**config.mk**
```make
export PLATFORM = sky130hd
export DESIGN_NAME = trig_event_gen
export DESIGN_NICKNAME = d
export VERILOG_FILES = /design/src/rtl/trig_pkg.sv /design/src/rtl/act_counter.sv /design/src/rtl/masked_cmp.sv /design/src/rtl/irq_flag.sv /design/src/rtl/trig_event_gen.sv
export SDC_FILE = /design/constraint.sdc
export NUM_CORES = 1
export LEC_CHECK = 0
export ABC_AREA = 1
export CORE_AREA = 5 5 129 131
export CTS_BUF_LIST = sky130_fd_sc_hd__clkbuf_4 sky130_fd_sc_hd__clkbuf_8 sky130_fd_sc_hd__clkbuf_16
export CTS_CLUSTER_DIAMETER = 200
export DETAILED_ROUTE_END_ITERATION = 16
export DIE_AREA = 0 0 134 136
export DONT_BUFFER_PORTS = 1
export MAX_ROUTING_LAYER = met4
export SKIP_LAST_GASP = 1
export SLEW_MARGIN = 40
export SYNTH_ARGS = -nofsm -noshare
export SYNTH_HDL_FRONTEND = slang
export SYNTH_SLANG_ARGS = --single-unit
```
**constraint.sdc**
```tcl
create_clock -name clk -period 1.92 [get_ports clk]
set_clock_uncertainty 0.1 [all_clocks]
set_input_delay 0.288 -clock clk [delete_from_list [all_inputs] [get_ports clk]]
set_output_delay 0.288 -clock clk [all_outputs]
set_load 0.03 [all_outputs]
```
**src/rtl/trig_pkg.sv**
```systemverilog
package trig_pkg;
  localparam int N_CNT = 3;
  typedef enum int {CH_CTRL = 0, CH_ADDR = 1, CH_DATA = 2} chan_e;
endpackage

```
**src/rtl/act_counter.sv**
```systemverilog
module act_counter #(
  parameter int W = 16
) (
  input  logic         clk,
  input  logic         rst_n,
  input  logic         init,
  input  logic         act,
  input  logic         down,
  input  logic         wrap,
  input  logic [W-1:0] reload,
  input  logic [W-1:0] limit,
  output logic [W-1:0] value,
  output logic         hit
);
  logic [W-1:0] cnt_q;
  logic         at_limit;
  logic         step_en;
  logic         roll_ev;
  logic         sat_ev;

  function automatic logic [W-1:0] step_val(input logic [W-1:0] cur, input logic dn);
    step_val = dn ? cur - 1'b1 : cur + 1'b1;
  endfunction

  assign at_limit = (cnt_q == limit);
  assign step_en  = act & ~init;
  assign roll_ev  = step_en & at_limit & wrap;
  assign sat_ev   = step_en & at_limit & ~wrap;

  always_ff @(posedge clk) begin
    if (!rst_n)       cnt_q <= '0;
    else if (init)    cnt_q <= reload;
    else if (roll_ev) cnt_q <= reload;
    else if (sat_ev)  cnt_q <= cnt_q;
    else if (step_en) cnt_q <= step_val(cnt_q, down);
  end

  assign value = cnt_q;
  assign hit   = at_limit;

  AST_INIT_LOADS: assert property (@(posedge clk) disable iff (!rst_n)
    init |=> value == $past(reload));
  AST_IDLE_HOLDS: assert property (@(posedge clk) disable iff (!rst_n)
    (!init && !act) |=> $stable(value));
  AST_STEP_ONE: assert property (@(posedge clk) disable iff (!rst_n)
    (act && !init && !hit && !down) |=> value == $past(value) + 1'b1);
  AST_WRAP_RELOAD: assert property (@(posedge clk) disable iff (!rst_n)
    (act && !init && hit && wrap) |=> value == $past(reload));
  AST_SAT_HOLDS: assert property (@(posedge clk) disable iff (!rst_n)
    (act && !init && hit && !wrap) |=> $stable(value));
endmodule

```
**src/rtl/masked_cmp.sv**
```systemverilog
module masked_cmp #(
  parameter int W = 8
) (
  input  logic         clk,
  input  logic         rst_n,
  input  logic         en,
  input  logic [W-1:0] val,
  input  logic [W-1:0] pat,
  input  logic [W-1:0] mask,
  output logic         match
);
  logic eq_raw;

  function automatic logic masked_eq(input logic [W-1:0] a, input logic [W-1:0] b,
                                     input logic [W-1:0] m);
    masked_eq = ~|((a ^ b) & m);
  endfunction

  assign eq_raw = masked_eq(val, pat, mask);
  assign match  = en & eq_raw;

  AST_GATED_OFF: assert property (@(posedge clk) disable iff (!rst_n)
    !en |-> !match);
  AST_EMPTY_MASK: assert property (@(posedge clk) disable iff (!rst_n)
    (en && mask == '0) |-> match);
  AST_EXACT_EQ: assert property (@(posedge clk) disable iff (!rst_n)
    (en && val == pat) |-> match);
endmodule

```
**src/rtl/irq_flag.sv**
```systemverilog
module irq_flag (
  input  logic clk,
  input  logic rst_n,
  input  logic set,
  input  logic ack,
  output logic pend
);
  logic pend_q;

  always_ff @(posedge clk) begin
    if (!rst_n)   pend_q <= 1'b0;
    else if (set) pend_q <= 1'b1;
    else if (ack) pend_q <= 1'b0;
  end

  assign pend = pend_q;

  AST_SET_WINS: assert property (@(posedge clk) disable iff (!rst_n)
    set |=> pend);
  AST_ACK_CLEARS: assert property (@(posedge clk) disable iff (!rst_n)
    (ack && !set) |=> !pend);
  AST_PEND_HOLDS: assert property (@(posedge clk) disable iff (!rst_n)
    (!ack && !set) |=> $stable(pend));
endmodule

```
**src/rtl/trig_event_gen.sv**
```systemverilog
module trig_event_gen
  import trig_pkg::*;
#(
  parameter int CNT_W  = 16,
  parameter int CTL_W  = 8,
  parameter int ADDR_W = 16,
  parameter int DATA_W = 32
) (
  input  logic                        clk,
  input  logic                        rst_n,
  input  logic [N_CNT-1:0]            cnt_init,
  input  logic [N_CNT-1:0]            cnt_act,
  input  logic [N_CNT-1:0]            cnt_down,
  input  logic [N_CNT-1:0]            cnt_wrap,
  input  logic [N_CNT-1:0][CNT_W-1:0] cnt_reload,
  input  logic [N_CNT-1:0][CNT_W-1:0] cnt_limit,
  output logic [N_CNT-1:0][CNT_W-1:0] cnt_value,
  output logic [N_CNT-1:0]            cnt_hit,
  input  logic [N_CNT-1:0]            cmp_en,
  input  logic [CTL_W-1:0]            ctl_val,
  input  logic [CTL_W-1:0]            ctl_pat,
  input  logic [CTL_W-1:0]            ctl_mask,
  input  logic [ADDR_W-1:0]           addr_val,
  input  logic [ADDR_W-1:0]           addr_pat,
  input  logic [ADDR_W-1:0]           addr_mask,
  input  logic [DATA_W-1:0]           data_val,
  input  logic [DATA_W-1:0]           data_pat,
  input  logic [DATA_W-1:0]           data_mask,
  output logic [N_CNT-1:0]            cmp_match,
  input  logic                        irq_act,
  input  logic                        host_ack,
  output logic                        irq_pend
);
  // one counter per channel, each tied only to its own slice
  for (genvar i = 0; i < N_CNT; i++) begin : g_cnt
    act_counter #(.W(CNT_W)) u_cnt (
      .clk    (clk),
      .rst_n  (rst_n),
      .init   (cnt_init[i]),
      .act    (cnt_act[i]),
      .down   (cnt_down[i]),
      .wrap   (cnt_wrap[i]),
      .reload (cnt_reload[i]),
      .limit  (cnt_limit[i]),
      .value  (cnt_value[i]),
      .hit    (cnt_hit[i])
    );
  end

  masked_cmp #(.W(CTL_W)) u_cmp_ctl (
    .clk(clk), .rst_n(rst_n), .en(cmp_en[CH_CTRL]),
    .val(ctl_val), .pat(ctl_pat), .mask(ctl_mask), .match(cmp_match[CH_CTRL])
  );

  masked_cmp #(.W(ADDR_W)) u_cmp_addr (
    .clk(clk), .rst_n(rst_n), .en(cmp_en[CH_ADDR]),
    .val(addr_val), .pat(addr_pat), .mask(addr_mask), .match(cmp_match[CH_ADDR])
  );

  masked_cmp #(.W(DATA_W)) u_cmp_data (
    .clk(clk), .rst_n(rst_n), .en(cmp_en[CH_DATA]),
    .val(data_val), .pat(data_pat), .mask(data_mask), .match(cmp_match[CH_DATA])
  );

  irq_flag u_irq (
    .clk(clk), .rst_n(rst_n), .set(irq_act), .ack(host_ack), .pend(irq_pend)
  );

  AST_RESET_CLEAN: assert property (@(posedge clk)
    !rst_n |=> (cnt_value == '0 && !irq_pend));
endmodule

```
==> impl_results.md, run 1 <==
- Status: complete, no violations
- Die height: roughly 140 µm
- Gpl congestion: around 0.93
- CTS tree: done
- Root Driver: clkbuf_16
- # DRC: 0
- Ant diodes: 0
- CTS sink cnt: 49
- Post-layout nets: ~1800
- Hold Path Depth: 2
- Post-synthesis mux area share: 0%
- Synth Area in XOR/XNOR: about 3.5%
- Drt initial violations: around 480
- Cell mode on critical path: nand2_2
- Crit. End Element: primary output
- Cts hold-fix bufs: 0
- First-pass GRT wire length: between 30 and 40 mm
- Crit path max-delay family: simple AND/OR/NAND/NOR gates
- Max Freq: between 500 and 600 MHz
- Final setup vio count: 0
- Max incr delay on CP: approximately 0.35 ns
- CP Data Arrival Time: around 1.5 ns
- Mapped Cells: about 1400
- Worst Hold End: u_irq.pend
- Register area share after synthesis: a little over an eighth
- Worst R2R Path Depth: 10
- Post-synth cell types: 34
- Die width: around 130 µm
- FFs w/ async S/R, synth: 0%
- Clock buffer depth: 2
- Predominant post-synthesis flop cell: dfxtp_1
- RSZ-0062 raised after global routing: true
- R2r setup slk: about 0.06 ns
- Cell row count: 46
- Worst hold start: irq_act
- Die ar.: 18200 µm²
- Worst-skew pair later-pin latency: a little under 0.3 ns
- IO Pins: 338
- R2R Path End: g_cnt[0].u_cnt.value[12]
- Final Non-Filler Cells: ~1600
- Post-Synth Simple-Gate Area: between 40% and 50%
- VDD IR max: 330 µV
- Worst path bufs/invs: 3
- Clock buffer count from CTS: 5
- TritonRoute pass-1 iters: 5
- Synth Area in Adders: slightly above 8%
- Final hold vios: 0
- Total wire length: ~24 mm
- Via/cell ratio: between 5 and 6
- Max Cap Viol: 0
- Total core area: between 15000 and 20000 µm²
- Placed insts: about 1600
- Setup crit start kind: flip-flop
- Worst r2r src: g_cnt[0].u_cnt.value[0]
- Yosys reg bits: 49
- Total gr overflow: 0
- Largest family of logic cells by synthesized area: simple AND/OR/NAND/NOR gates
- Reg clk slew, reported paths: about 0.07 ns
- Vias in the first global route: roughly 7500
- Yosys warns: 0
- Minimum clock period: ~1.9 ns
- Initial antenna violation count: 0
- Syn Nets: ~1700
- Post-synth EDFFs: 0
- CP max stage cell: dfxtp_2
- Final worst slack: 0.00635 ns
- Pwr/cell area: 561 nW/µm²
- Port Buffers: 0
- Share of cells above drive strength 1: 22.3%
- Slew margin rel.: 48.7%
- Drt wl/cell: 14.5 µm
- Critical path fanouts, max: 4
- Setup CP Type: flip-flop to primary output
- Crit path required time: roughly 1.5 ns
- Final setup TNS: 0 ns
- Layout area overhead: 26.9%
- Worst path cell trace: buf_4 -> nand2_2 -> nand2_1 -> nor2_2 -> nand2_2 -> nor2_4 -> nand2_2 -> buf_6 -> clkinvlp_4
- Via count: 8340
- Pre-CTS setup slack: -0.000427 ns
- Largest net degree at the start of global routing: 26
- Final clock period utilization by the worst path: 99.7%
- Worst slew pin tran: between 0.7 and 0.8 ns
- Post-detail-place hpwl: about 19 mm
- Initial core utilization: between 40% and 50%
- Leakage: 5.02 nW
- Synth Area in Compound Gates: about an eighth
- Avg Inst Size Synth: ~5.3 µm²
- GRT Total Usage: 24.2%
- Antenna viol nets, final: 0
- Worst hold-check path type: input port to flip-flop
- H-tree depth: 2
- Synth Cell Area: between 7000 and 8000 µm²
- Max Slew Vio Count: 0
-- how the worst max path moves through the flow --
| stage | cells past startpoint | slack [ns] | from | to |
|---|---|---|---|---|
| 2_1_floorplan | 14 | 0.04 | g_cnt[0].u_cnt.value[1] | g_cnt[0].u_cnt.value[5] |
| 3_3_place_gp | 8 | -0.01 | g_cnt[2].u_cnt.value[0] | g_cnt[2].u_cnt.value[8] |
| 3_5_place_dp | 12 | -0.0004 | g_cnt[0].u_cnt.value[0] | g_cnt[0].u_cnt.value[12] |
| 4_1_cts | 9 | -0.02 | g_cnt[0].u_cnt.value[4] | cnt_hit[0] |
| 5_1_grt | 9 | -0.13 | g_cnt[0].u_cnt.value[0] | cnt_hit[0] |
| 6_report | 9 | 0.006 | g_cnt[0].u_cnt.value[4] | cnt_hit[0] |
-- synth_stat cells, types with 5 or more instances --
library cell    n  area [µm²]
xor2_1          8        70.1
inv_1         256         961
o21ai_0        29         145
nand3_1       100         500
xnor2_1        21         184
buf_4           8        60.1
and2_1          6        37.5
a21oi_1        60         300
nand2_4         5        56.3
o21ai_1        14        70.1
dfxtp_1        49         981
nand4_1        12        75.1
o211ai_1       28         210
nand2_2         7        43.8
nor2_1        147         552
buf_6           9         101
or2_2          18         113
nand2_1       497        1870
ha_1           42         526
-- routing by layer --
metal  global-route usage [%]  part of all wire (%)  vias up
met4                     4.17                   1.4        0
li1                         -                     -     4383
met5                        -                     0        -
met2                     39.1                    47      239
met1                     33.2                    46     3690
met3                     2.92                   5.3       28
-- power by group --
part           internal (W)  switching, W
logic               0.00121       0.00160
clock network      0.000554      0.000420
registers           0.00115      0.000204
-- worst register-to-register path, stage by stage, from the launching register on --
cell and delay, ns:
dfxtp_4 0.37, fa_1 0.46, nand3_1 0.11, nand3_1 0.13
nand3_1 0.12, nand3_1 0.07, nand2_1 0.06, nand2_1 0.05
nand3_1 0.07, nand3_1 0.07, a21oi_1 0.15
-- logic make-up after synthesis --
group                    Yosys count
AO/OA/AOI/OAI                    151
XOR/XNOR                          29
flip-flops                        49
adder cells (fa/ha/maj)           45
AND/OR/NAND/NOR                  806
buffers and inverters            281
-- sequential cells by signal, summed over array words and instances (netlist names) --
name               flops
u_irq.pend             1
g_cnt.u_cnt.value     48
-- through the flow --
stage | hold slack [ns] | area, µm² | util, % | total power (W)
detailed placement | 0.319 | 7960 | 51.4 | 0.00377
global route | 0.0672 | 9180 | 59.3 | 0.00558
global placement | 0.310 | 7960 | 51.4 | 0.00376
finish | 0.0166 | 9180 | 59.3 | 0.00515
floorplan | 0.305 | 7230 | - | 0.00312
CTS | 0.00640 | 8240 | 53.2 | 0.00480
-- layout make-up --
cell class	count	area, µm²
timing repair buffer	94	808
clock buffer	7	153
clock inverter	1	5.00
multi-input combinational	1035	5880
sequential	49	1100
tap	192	240
inverter	259	988
fill	1573	6310
-- cell usage in the layout, fill, tap and decap left out, types with 4 or more instances in the layout --
| master | count |
|---|---|
| a21oi_1 | 51 |
| a21oi_2 | 9 |
| and2_1 | 5 |
| buf_4 | 81 |
| buf_6 | 8 |
| clkbuf_16 | 7 |
| dfxtp_2 | 23 |
| dfxtp_4 | 24 |
| ha_1 | 10 |
| ha_4 | 31 |
| inv_1 | 245 |
| inv_2 | 9 |
| nand2_1 | 468 |
| nand2_2 | 32 |
| nand2_4 | 8 |
| nand2_8 | 5 |
| nand3_1 | 86 |
| nand3_2 | 13 |
| nand3_4 | 4 |
| nand4_1 | 12 |
| nor2_1 | 125 |
| nor2_2 | 20 |
| nor2_4 | 8 |
| o211ai_1 | 28 |
| o21a_1 | 4 |
| o21ai_0 | 22 |
| o21ai_1 | 18 |
| o21ai_2 | 7 |
| o22ai_1 | 4 |
| or2_2 | 18 |
| xnor2_1 | 21 |
| xor2_1 | 8 |
-- timing repair --
action	in CTS	in global routing
resized for setup	37	202
buffers inserted	6	2
endpoints found under the hold margin	0	0
cloned	0	6
pin swaps	9	39
setup endpoints to repair	5	52
No activity file was read; power rests on OpenSTA's default activity.
==> inputs of run 2 (changes only) <==
==> constraint.sdc (replaced) <==
create_clock -name clk -period 1.92 [get_ports clk]
set_clock_uncertainty 0.1 [all_clocks]
set_input_delay 0.192 -clock clk [delete_from_list [all_inputs] [get_ports clk]]
set_output_delay 0.192 -clock clk [all_outputs]
set_load 0.03 [all_outputs]
==> run 2 against run 1 <==
Compared with the run above:
- the run now ends with negative hold slack left
- combinational power fell by 3%
- sequential cell count did not move
- design area fell by 2.7%
- routed wire length fell by 1.8%
- clock power fell by 4.1%
- largest cell class unchanged
==> impl_results.md, run 2 (synthesized netlist as in run 1, its figures left out) <==
- Status: finished, violations left
- Failing checks: negative hold slack
- CTS sink cnt: 49 (unchanged)
- Post-layout nets: 1770 (-0.11%)
- Max incr delay on CP: 0.36 ns (about the same)
- Max Cap Viol: 0 (unchanged)
- Clock power frac: 18.6% (-0.3 points)
- Cell row count: 46 (unchanged)
- Crit path required time: 1.63 ns (+0.10 ns)
- Via count: 8250 (-1.1%)
- Port Buffers: 0 (unchanged)
- Worst-skew pair later-pin latency: 0.30 ns (about the same)
- Worst hold-check path type: input port to flip-flop
- Initial core utilization: 46.7% (unchanged)
- Worst R2R Path Depth: 11 (+1)
- CP max stage cell: dfxtp_4
- # DRC: 0 (unchanged)
- Share of cells above drive strength 1: 19.1% (-3.2 points)
- Hold Path Depth: 4 (+2)
- Slew margin rel.: 46.5% (-2.2 points)
- Final Non-Filler Cells: 1634 (-0.18%)
- Max Freq: 535 MHz (+2.4%)
- Initial antenna violation count: 0 (unchanged)
- Worst r2r src: g_cnt[0].u_cnt.value[13]
- Minimum clock period: 1.87 ns (-0.0454 ns)
- Largest net degree at the start of global routing: 26 (unchanged)
- TritonRoute pass-1 iters: 5 (unchanged)
- Drt wl/cell: 14.2 µm (-1.7%)
- Reg clk slew, reported paths: 0.07 ns (about the same)
- IO Pins: 338 (unchanged)
- WHS: -0.00740 ns (-0.0240 ns)
- Clock buffer depth: 2 (unchanged)
- CP Data Arrival Time: 1.58 ns (+0.05 ns)
- Final setup vio count: 0 (unchanged)
- Gpl congestion: 0.925 (-0.53%)
- Most frequent cells in the layout: nand2_1, inv_1, nor2_1
- Final clock period utilization by the worst path: 97.3% (-2.4 points)
- Setup crit start kind: flip-flop
- Pwr Total: 0.00502 W (-2.5%)
- Net Sw Power: 0.00217 W (-2.7%)
- Total gr overflow: 0 (unchanged)
- Cell mode on critical path: nor2_1
- Worst path cell trace: nor2_1 -> nor2_1 -> nor2_1 -> nand2_2 -> nor2_4 -> nand2_2 -> buf_6 -> clkinvlp_4
- Antenna viol nets, final: 0 (unchanged)
- Die width: 134 µm (unchanged)
- Leakage: 4.93 nW (-1.8%)
- Final worst slack: 0.0517 ns (+0.0454 ns)
- Via/cell ratio: 5.05 (-0.90%)
- Worst hold start: rst_n
- GRT Total Usage: 24.2% (-0.030 points)
- Commonest non-fill, non-tap cell in the layout: nand2_1
- Critical path fanouts, max: 5 (+1)
- Layout area overhead: 23.5%
- Logic pwr share: 54.3% (-0.4 points)
- Seq pwr share: 27.1% (+0.7 points)
- Vias in the first global route: 7344 (-2.1%)
- Total wire length: 23.2 mm (-1.8%)
- First-pass GRT wire length: 35.4 mm (-0.89%)
- Sw frac: 43.2% (-0.080 points)
- VDD IR max: 369 µV (+12%)
- Max Slew Vio Count: 0 (unchanged)
- Final hold vios: 2 (+2)
- Final setup TNS: 0 ns (unchanged)
- Total core area: 15500 µm² (unchanged)
- Ant diodes: 0 (unchanged)
- Worst slew pin tran: 0.800 ns (+0.0330 ns)
- CTS tree: done
- Crit path launch: g_cnt[1].u_cnt.value[3]
- RSZ-0062 raised after global routing: true
- H-tree depth: 2 (unchanged)
- Crit. End Element: primary output
- Die height: 136 µm (unchanged)
- Drt initial violations: 443 (-7.3%)
- Die ar.: 18200 µm² (unchanged)
- Max FFs per register: 48 (unchanged)
- Int Power: 0.00285 W (-2.3%)
- Clock buffer count from CTS: 5 (unchanged)
- Pre-CTS setup slack: -0.0340 ns (-0.0336 ns)
- Pwr/cell area: 563 nW/µm² (+0.20%)
- Placed insts: 1613 (-0.19%)
- Post-detail-place hpwl: 19.1 mm (+0.46%)
- Root Driver: clkbuf_16
- Setup CP Type: flip-flop to primary output
## run 2: cell types whose count changed in the layout (fill, tap and decap cells not counted), sizes merged
cell,previous run,this run
inv,256,253
nand2,513,510
buf,92,88
dlygate4sd3,0,7
clkinvlp,3,6
clkinv,1,0
clkbuf,9,7
## run 2: power groups by stage
stage               sequential, W  combinational, W  clock [W]
CTS                       0.00131           0.00248   0.000979
detailed placement        0.00133           0.00244          0
floorplan                 0.00151           0.00161          0
global route              0.00139           0.00305    0.00100
finish                    0.00136           0.00273   0.000934
global placement          0.00133           0.00243          0
## run 2: worst max-delay path, delay by kind of cell, from the launching register on
| family | cells | cell delay, ns |
|---|---|---|
| buf+inv | 2 | 0.26 |
| flops | 1 | 0.36 |
| simple gates | 6 | 0.65 |
## run 2: final cells by class
cell class | count | area [µm²]
Sequential cell | 49 | 1090
Clock buffer | 7 | 146
Fill cell | 1658 | 6550
Multi-Input combinational cell | 1032 | 5680
Tap cell | 192 | 240
Inverter | 259 | 995
Timing Repair Buffer | 95 | 782
## run 2: layer usage
layer | vias to the layer above | GRT usage (%) | wire (µm)
li1 | 4385 | - | -
met1 | 3629 | 32.6 | 10600
met2 | 222 | 39.8 | 11200
met3 | 14 | 2.26 | 1190
met4 | 0 | 4.97 | 263
met5 | - | - | 0
## run 2: final timing paths
| path | endpoint | slack, ns |
|---|---|---|
| worst max-delay path | cnt_hit[1] | 0.05 |
| worst min-delay path | g_cnt[0].u_cnt.value[3] | -0.007 |
| worst max register to register | g_cnt[0].u_cnt.value[14] | 0.06 |
| worst min register to register | g_cnt[2].u_cnt.value[12] | 0.40 |
## run 2: per-stage QoR
step,instance area [µm²],utilization (%)
final,8930,57.7
after global routing,8930,57.7
after CTS,8170,52.8
after detailed placement,7930,51.2
after global placement,7930,51.2
after floorplan,7230,-
## run 2: timing repair
item | in CTS | in global routing
hold endpoints to repair | 19 | 0
pin swaps | 0 | 25
buffers inserted | 0 | 6
resized for setup | 11 | 169
gates cloned | 0 | 1
setup endpoints to repair | 9 | 51
hold buffers | 7 | 0
